[config.mk]
export PLATFORM = sky130hd
export DESIGN_NAME = addr_xlate
export DESIGN_NICKNAME = d
export VERILOG_FILES = /design/src/rtl/xlate_pkg.sv /design/src/rtl/xl_seg_unit.sv /design/src/rtl/xl_page_unit.sv /design/src/rtl/addr_xlate.sv
export SDC_FILE = /design/constraint.sdc
export NUM_CORES = 2
export LEC_CHECK = 0
export BUFFER_PORTS_ARGS = -buffer_cell sky130_fd_sc_hd__buf_2
export CORE_ASPECT_RATIO = 0.9
export CORE_MARGIN = 2
export CORE_UTILIZATION = 45
export DETAILED_ROUTE_END_ITERATION = 8
export GPL_ROUTABILITY_DRIVEN = 0
export SYNTH_ARGS = -nofsm -noshare
export SYNTH_HDL_FRONTEND = slang
export SYNTH_SLANG_ARGS = --single-unit
[constraint.sdc]
create_clock -name clk -period 121.6 [get_ports clk]
set_clock_uncertainty 0.05 [all_clocks]
set_input_delay 6.08 -clock clk [delete_from_list [all_inputs] [get_ports clk]]
set_output_delay 6.08 -clock clk [all_outputs]
set_load 0.005 [all_outputs]
[src/rtl/xlate_pkg.sv]
`timescale 1ns/1ps
package xlate_pkg;

  typedef enum logic [1:0] {
    ST_OK   = 2'd0,
    ST_SEG  = 2'd1,
    ST_PROT = 2'd2,
    ST_MISS = 2'd3
  } xl_status_e;

  typedef struct packed {
    logic [31:0] base;
    logic [31:0] limit;
    logic        ro;
    logic        present;
  } seg_desc_t;

  typedef struct packed {
    logic [19:0] lpn;
    logic [19:0] pfn;
    logic        valid;
  } page_ent_t;

endpackage

[src/rtl/xl_seg_unit.sv]
`timescale 1ns/1ps
module xl_seg_unit
  import xlate_pkg::*;
#(
  parameter int N_DESC = 16,
  localparam int IDXW  = $clog2(N_DESC)
) (
  input  logic             clk,
  input  logic             rst_n,
  input  logic             adv,
  input  logic             in_valid,
  input  logic [15:0]      in_sel,
  input  logic [31:0]      in_off,
  input  logic             in_write,
  input  logic             in_prot,
  input  logic             in_paging,
  input  logic             dwr_en,
  input  logic [IDXW-1:0]  dwr_idx,
  input  seg_desc_t        dwr_data,
  output logic             s1_valid,
  output logic [31:0]      s1_lin,
  output xl_status_e       s1_status,
  output logic             s1_pg
);

  localparam int SELIDXW = 13;

  seg_desc_t  desc_q [N_DESC];
  seg_desc_t  desc_d [N_DESC];

  logic [SELIDXW-1:0] idx_full;
  logic               in_range;
  seg_desc_t          ent;
  logic [31:0]        lin_d;
  xl_status_e         st_d;
  logic               pg_d;

  logic               s1_valid_q, s1_pg_q, s1_prot_q;
  logic [31:0]        s1_lin_q;
  xl_status_e         s1_status_q;

  // table next state
  always_comb begin
    for (int i = 0; i < N_DESC; i++) desc_d[i] = desc_q[i];
    if (dwr_en) desc_d[dwr_idx] = dwr_data;
  end

  always_ff @(posedge clk or negedge rst_n) begin
    if (!rst_n) begin
      for (int i = 0; i < N_DESC; i++) desc_q[i] <= '0;
    end else if (dwr_en) begin
      for (int i = 0; i < N_DESC; i++) desc_q[i] <= desc_d[i];
    end
  end

  // segmentation: real-mode shift-add or table lookup with checks
  always_comb begin
    idx_full = in_sel[15:3];
    in_range = (idx_full < SELIDXW'(N_DESC));
    ent      = desc_q[idx_full[IDXW-1:0]];
    lin_d    = '0;
    st_d     = ST_OK;
    pg_d     = 1'b0;
    if (!in_prot) begin
      lin_d = (({16'b0, in_sel} << 4) + in_off) & 32'h000F_FFFF;
    end else if (!in_range || !ent.present) begin
      st_d = ST_SEG;
    end else if ((in_off > ent.limit) || (in_write && ent.ro)) begin
      st_d = ST_PROT;
    end else begin
      lin_d = ent.base + in_off;
      pg_d  = in_paging;
    end
  end

  always_ff @(posedge clk or negedge rst_n) begin
    if (!rst_n) begin
      s1_valid_q  <= 1'b0;
      s1_lin_q    <= '0;
      s1_status_q <= ST_OK;
      s1_pg_q     <= 1'b0;
      s1_prot_q   <= 1'b0;
    end else if (adv) begin
      s1_valid_q  <= in_valid;
      s1_lin_q    <= lin_d;
      s1_status_q <= st_d;
      s1_pg_q     <= pg_d;
      s1_prot_q   <= in_prot;
    end
  end

  assign s1_valid  = s1_valid_q;
  assign s1_lin    = s1_lin_q;
  assign s1_status = s1_status_q;
  assign s1_pg     = s1_pg_q;

  // real mode stays inside 1 MB, never faults, never pages
  a_r1_real_20bit: assert property (@(posedge clk) disable iff (!rst_n)
    (s1_valid_q && !s1_prot_q) |-> (s1_lin_q[31:20] == 12'h0 && s1_status_q == ST_OK && !s1_pg_q));

  // segment faults only arise from protected-mode lookups
  a_r3_segf_prot: assert property (@(posedge clk) disable iff (!rst_n)
    (s1_valid_q && s1_status_q == ST_SEG) |-> s1_prot_q);

endmodule

[src/rtl/xl_page_unit.sv]
`timescale 1ns/1ps
module xl_page_unit
  import xlate_pkg::*;
#(
  parameter int N_PAGE = 8,
  localparam int SLOTW = $clog2(N_PAGE)
) (
  input  logic             clk,
  input  logic             rst_n,
  input  logic             adv,
  input  logic             s1_valid,
  input  logic [31:0]      s1_lin,
  input  xl_status_e       s1_status,
  input  logic             s1_pg,
  input  logic             pwr_en,
  input  logic [SLOTW-1:0] pwr_slot,
  input  page_ent_t        pwr_data,
  output logic             out_valid,
  output logic [31:0]      out_paddr,
  output xl_status_e       out_status
);

  page_ent_t  pg_q [N_PAGE];
  page_ent_t  pg_d [N_PAGE];

  logic [N_PAGE-1:0] match;
  logic              hit;
  logic [19:0]       pfn_sel;
  logic [31:0]       paddr_d;
  xl_status_e        st_d;

  logic              out_valid_q, out_pg_q;
  logic [31:0]       out_paddr_q;
  xl_status_e        out_status_q;

  always_comb begin
    for (int i = 0; i < N_PAGE; i++) pg_d[i] = pg_q[i];
    if (pwr_en) pg_d[pwr_slot] = pwr_data;
  end

  always_ff @(posedge clk or negedge rst_n) begin
    if (!rst_n) begin
      for (int i = 0; i < N_PAGE; i++) pg_q[i] <= '0;
    end else if (pwr_en) begin
      for (int i = 0; i < N_PAGE; i++) pg_q[i] <= pg_d[i];
    end
  end

  // associative compare, one comparator per slot
  for (genvar g = 0; g < N_PAGE; g++) begin : g_cmp
    assign match[g] = pg_q[g].valid && (pg_q[g].lpn == s1_lin[31:12]);
  end

  // lowest slot wins: scan from the top so lower indices overwrite
  always_comb begin
    pfn_sel = '0;
    for (int i = N_PAGE - 1; i >= 0; i--) begin
      if (match[i]) pfn_sel = pg_q[i].pfn;
    end
    hit = |match;
  end

  always_comb begin
    paddr_d = '0;
    st_d    = s1_status;
    if (s1_status == ST_OK) begin
      if (!s1_pg) begin
        paddr_d = s1_lin;
      end else if (hit) begin
        paddr_d = {pfn_sel, s1_lin[11:0]};
      end else begin
        st_d = ST_MISS;
      end
    end
  end

  always_ff @(posedge clk or negedge rst_n) begin
    if (!rst_n) begin
      out_valid_q  <= 1'b0;
      out_paddr_q  <= '0;
      out_status_q <= ST_OK;
      out_pg_q     <= 1'b0;
    end else if (adv) begin
      out_valid_q  <= s1_valid;
      out_paddr_q  <= paddr_d;
      out_status_q <= st_d;
      out_pg_q     <= s1_pg;
    end
  end

  assign out_valid  = out_valid_q;
  assign out_paddr  = out_paddr_q;
  assign out_status = out_status_q;

  // faulting responses carry a zero address
  a_r8_fault_zero: assert property (@(posedge clk) disable iff (!rst_n)
    (out_valid_q && out_status_q != ST_OK) |-> (out_paddr_q == 32'h0));

  // a page miss only comes from a request that went through paging
  a_r7_miss_paged: assert property (@(posedge clk) disable iff (!rst_n)
    (out_valid_q && out_status_q == ST_MISS) |-> out_pg_q);

endmodule

[src/rtl/addr_xlate.sv]
`timescale 1ns/1ps
module addr_xlate
  import xlate_pkg::*;
#(
  parameter int N_DESC = 16,
  parameter int N_PAGE = 8,
  localparam int IDXW  = $clog2(N_DESC),
  localparam int SLOTW = $clog2(N_PAGE)
) (
  input  logic             clk,
  input  logic             rst_n,
  input  logic             req_valid,
  output logic             req_ready,
  input  logic [15:0]      req_sel,
  input  logic [31:0]      req_off,
  input  logic             req_write,
  input  logic             req_prot,
  input  logic             req_paging,
  input  logic             dwr_en,
  input  logic [IDXW-1:0]  dwr_idx,
  input  logic [31:0]      dwr_base,
  input  logic [31:0]      dwr_limit,
  input  logic             dwr_ro,
  input  logic             dwr_present,
  input  logic             pwr_en,
  input  logic [SLOTW-1:0] pwr_slot,
  input  logic [19:0]      pwr_lpn,
  input  logic [19:0]      pwr_pfn,
  input  logic             pwr_valid,
  output logic             rsp_valid,
  input  logic             rsp_ready,
  output logic [31:0]      rsp_paddr,
  output logic             rsp_ok,
  output logic             rsp_seg_fault,
  output logic             rsp_prot_fault,
  output logic             rsp_page_miss
);

  logic [1:0]  rst_sync_q;
  logic        rst_n_i;
  logic        adv;
  logic        s1_valid, s1_pg;
  logic [31:0] s1_lin;
  xl_status_e  s1_status;
  xl_status_e  out_status;
  seg_desc_t   dwr_data;
  page_ent_t   pwr_data;

  // asynchronous assert, synchronous release
  always_ff @(posedge clk or negedge rst_n) begin
    if (!rst_n) rst_sync_q <= 2'b00;
    else        rst_sync_q <= {rst_sync_q[0], 1'b1};
  end
  assign rst_n_i = rst_sync_q[1];

  // whole pipe advances unless a response is held
  assign adv       = !rsp_valid || rsp_ready;
  assign req_ready = adv;

  assign dwr_data = '{base: dwr_base, limit: dwr_limit, ro: dwr_ro, present: dwr_present};
  assign pwr_data = '{lpn: pwr_lpn, pfn: pwr_pfn, valid: pwr_valid};

  xl_seg_unit #(.N_DESC(N_DESC)) i_seg (
    .clk       (clk),
    .rst_n     (rst_n_i),
    .adv       (adv),
    .in_valid  (req_valid),
    .in_sel    (req_sel),
    .in_off    (req_off),
    .in_write  (req_write),
    .in_prot   (req_prot),
    .in_paging (req_paging),
    .dwr_en    (dwr_en),
    .dwr_idx   (dwr_idx),
    .dwr_data  (dwr_data),
    .s1_valid  (s1_valid),
    .s1_lin    (s1_lin),
    .s1_status (s1_status),
    .s1_pg     (s1_pg)
  );

  xl_page_unit #(.N_PAGE(N_PAGE)) i_page (
    .clk        (clk),
    .rst_n      (rst_n_i),
    .adv        (adv),
    .s1_valid   (s1_valid),
    .s1_lin     (s1_lin),
    .s1_status  (s1_status),
    .s1_pg      (s1_pg),
    .pwr_en     (pwr_en),
    .pwr_slot   (pwr_slot),
    .pwr_data   (pwr_data),
    .out_valid  (rsp_valid),
    .out_paddr  (rsp_paddr),
    .out_status (out_status)
  );

  always_comb begin
    rsp_ok         = rsp_valid && (out_status == ST_OK);
    rsp_seg_fault  = rsp_valid && (out_status == ST_SEG);
    rsp_prot_fault = rsp_valid && (out_status == ST_PROT);
    rsp_page_miss  = rsp_valid && (out_status == ST_MISS);
  end

  // exactly one status per response
  a_r8_one_status: assert property (@(posedge clk) disable iff (!rst_n_i)
    rsp_valid |-> ($countones({rsp_ok, rsp_seg_fault, rsp_prot_fault, rsp_page_miss}) == 1));

  // a stalled response stays put
  a_r9_hold: assert property (@(posedge clk) disable iff (!rst_n_i)
    (rsp_valid && !rsp_ready) |=> (rsp_valid && $stable(rsp_paddr) && $stable(out_status)));

endmodule

==> reports/qor.yml <==
outcome: "complete, no violations"
netlist_instances: 4579
cts_resized: 0
critPathArrivalTime_ps: 6980
fin_crit_ps: 13110
cts_num_sinks: 1457
wl_met3_um: 7187
cts_hold_buf: 0
wl_met2_um: 94790
grt-ovfl-total: 0
rows: 135
drtPass1Iterations: 7
vias: 40265
syn_avg_cell_area_um2: 14.91
critPathRequiredTime_ps: 115470
critPathMaxFanout: 20
setup_viol: 0
finalPower_mw: 1.392
die_w_um: 414.6
final_cell_mix: "1456 x dfrtp_1, 1386 x mux2_2, 319 x mux4_2"
h-tree-depth: 4
drv_slew: 0
cp-end-kind: "primary output"
grt_max_degree: 153
drive_gt1_frac: 0.4728
drt_wl_total_um: 190000
crit_type: "primary input to primary output"
synth_seq_cells: 1457
drcViolationCount: 0
ys_seq_area_frac: 0.5339
postCtsSetupRepairBufs: 0
cts.root.buffer_cell: "clkbuf_16"
power_leakage_nw: 32.84
synthArstFlopShare: 1.000
reg2reg_from: "rst_sync_q[1]$_DFF_PN0_"
path_clk_slew_ps: 60
numCtsBuffers: 158
final_common_cell: "dfrtp_1"
synth_fa_ha_area_frac: 0.01488
hpwl_um: 114200
via_per_inst: 5.936
dp.cells: 6504
crit_path_start: "rsp_ready"
hold_start: "rst_sync_q[0]$_DFF_PN0_"
syn_nets: 4830
io_buffers: 208
yosys_warnings: 0
tightest_slew_ps: 1195
drt-met1-wl_um: 82070
synthFlopType: "dfrtp_1"
highest_layer: "met5"
dieArea_um2: 154900
fmax_ghz: 0.07628
synth-edff-count: 0
grt_pass1_wl_um: 286000
synth-simple-area-share: 0.03014
core_area_um2: 150700
critPathLaunchType: "primary input"
cts_tree: "done"
synthesis.area_um2: 68290
die_y_um: 373.6
drv_cap: 0
whs_ps: 302.5
hold_class: "register to register"
antenna_found_initial: 34
ir_drop_mv: 0.01555
fin_cells: 6783
period_share: 0.1078
first_iter_violations: 3050
drtAntennaViolNets: 0
initial_core_util: 0.4533
final_nets: 4929
hold_viol: 0
synth_xor_xnor_area_share: 0.02437
clkLatencyLatePin_ps: 800
setup_tns_ps: 0
synthToLayoutAreaGrowth_pct: 11.77
ios: 209
ys_types: 74
gr-usage-all-layers: 0.2470
synth_top_family_by_area: "multiplexers"
synth-compound-area-share: 0.03556
wl_per_cell_um: 28.00
slew_headroom: 0.2032
grt_setup_unrepaired: "no"
grt_pass1_vias: 41759
muxShareOfSynthArea: 0.3380
clk_path_buf_depth: 3
power.density_cell_area_nw_per_um2: 18.23
## synth_stat cells, drive strengths merged (7+ instances only)
library cell | instances | area [um^2]
a31oi | 7 | 43.79
a21oi | 56 | 284.0
o21ai | 41 | 205.2
a222oi | 20 | 200.2
a221oi | 8 | 70.07
o41ai | 26 | 235.2
buf | 85 | 384.1
a21o | 20 | 150.1
nor4 | 30 | 193.9
and2 | 24 | 150.1
nand4 | 32 | 200.2
xnor2 | 113 | 989.7
a22o | 12 | 105.1
nor2b | 7 | 43.79
mux2 | 1387 | 15620
a311oi | 24 | 210.2
a221o | 20 | 200.2
clkbuf | 272 | 1021
nand3 | 21 | 105.1
mux4 | 328 | 7421
a211oi | 9 | 67.56
nor3 | 21 | 116.4
nand2 | 91 | 344.1
or3 | 28 | 180.2
o21a | 16 | 120.1
ha | 78 | 975.9
nor2 | 114 | 427.9
nand2b | 10 | 62.56
a21bo | 20 | 200.2
dfrtp | 1457 | 36460
xor2 | 77 | 674.4
inv | 45 | 168.9
## sequential cells by signal, indices dropped and copies added (netlist names)
name	cells
i_seg.desc_q	1056
i_page.pg_q	328
i_page.out_paddr	32
i_seg.s1_lin	32
i_page.out_status	2
i_seg.s1_status	2
rst_sync_q	2
i_page.out_valid	1
i_seg.s1_pg	1
i_seg.s1_valid	1
## critical path: stages
cell and delay (ps):
buf_2 110, nor2b_4 430, clkinv_1 180, buf_2 160
## layout make-up
cell class,instances,area [um^2]
antenna,9,22.52
fill,12864,74340
inverter,46,172.7
clock buffer,240,4604
timing repair buffer,296,1755
tap,1986,2485
clock inverter,30,376.6
sequential,1457,36460
multi-input combinational,2719,30450
## kinds of logic (layout without fill, tap and decap cells)
group | after synthesis | count (layout)
AND/OR/NAND/NOR | 409 | 409
multiplexers | 1719 | 1719
other | 1 | 10
AO/OA/AOI/OAI | 320 | 320
buffers and inverters | 403 | 612
XOR/XNOR | 190 | 190
flip-flops | 1457 | 1457
adder cells (fa/ha/maj) | 80 | 80
## metal layers
layer,vias to the layer above,global-route usage
met2,869,0.4198
li1,17245,-
met3,334,0.03469
met1,21809,0.3299
met4,8,0.07361
met5,-,0
## metrics by stage
stage | setup slack, ps | utilization | instance area [um^2]
6_report | 108490 | 0.5066 | 76330
5_1_grt | 108440 | 0.5065 | 76320
3_3_place_gp | 108500 | 0.4734 | 71330
4_1_cts | 108480 | 0.5065 | 76310
3_5_place_dp | 108480 | 0.4734 | 71330
2_1_floorplan | 77930 | - | 68290
## path summary, 6_finish.rpt
| check | endpoint | slack (ps) | cells past startpoint |
|---|---|---|---|
| min in group asynchronous | i_seg.desc_q[666]$_DFFE_PN0P_ | 400 | 0 |
| max in group asynchronous | i_page.pg_q[98]$_DFFE_PN0P_ | 116340 | 5 |
| hold reg to reg | rst_sync_q[1]$_DFF_PN0_ | 300 | 0 |
| setup / recovery | req_ready | 108490 | 4 |
| hold / removal | rst_sync_q[1]$_DFF_PN0_ | 300 | 0 |
| setup reg to reg | i_page.pg_q[98]$_DFFE_PN0P_ | 116340 | 5 |
## power by group
group / internal, mW / total (mW) / switching (mW)
clock network: 0.270 / 0.470 / 0.200
logic: 0.159 / 0.272 / 0.112
registers: 0.593 / 0.650 / 0.0567
Note: power is estimated with default switching activity, not from simulation.
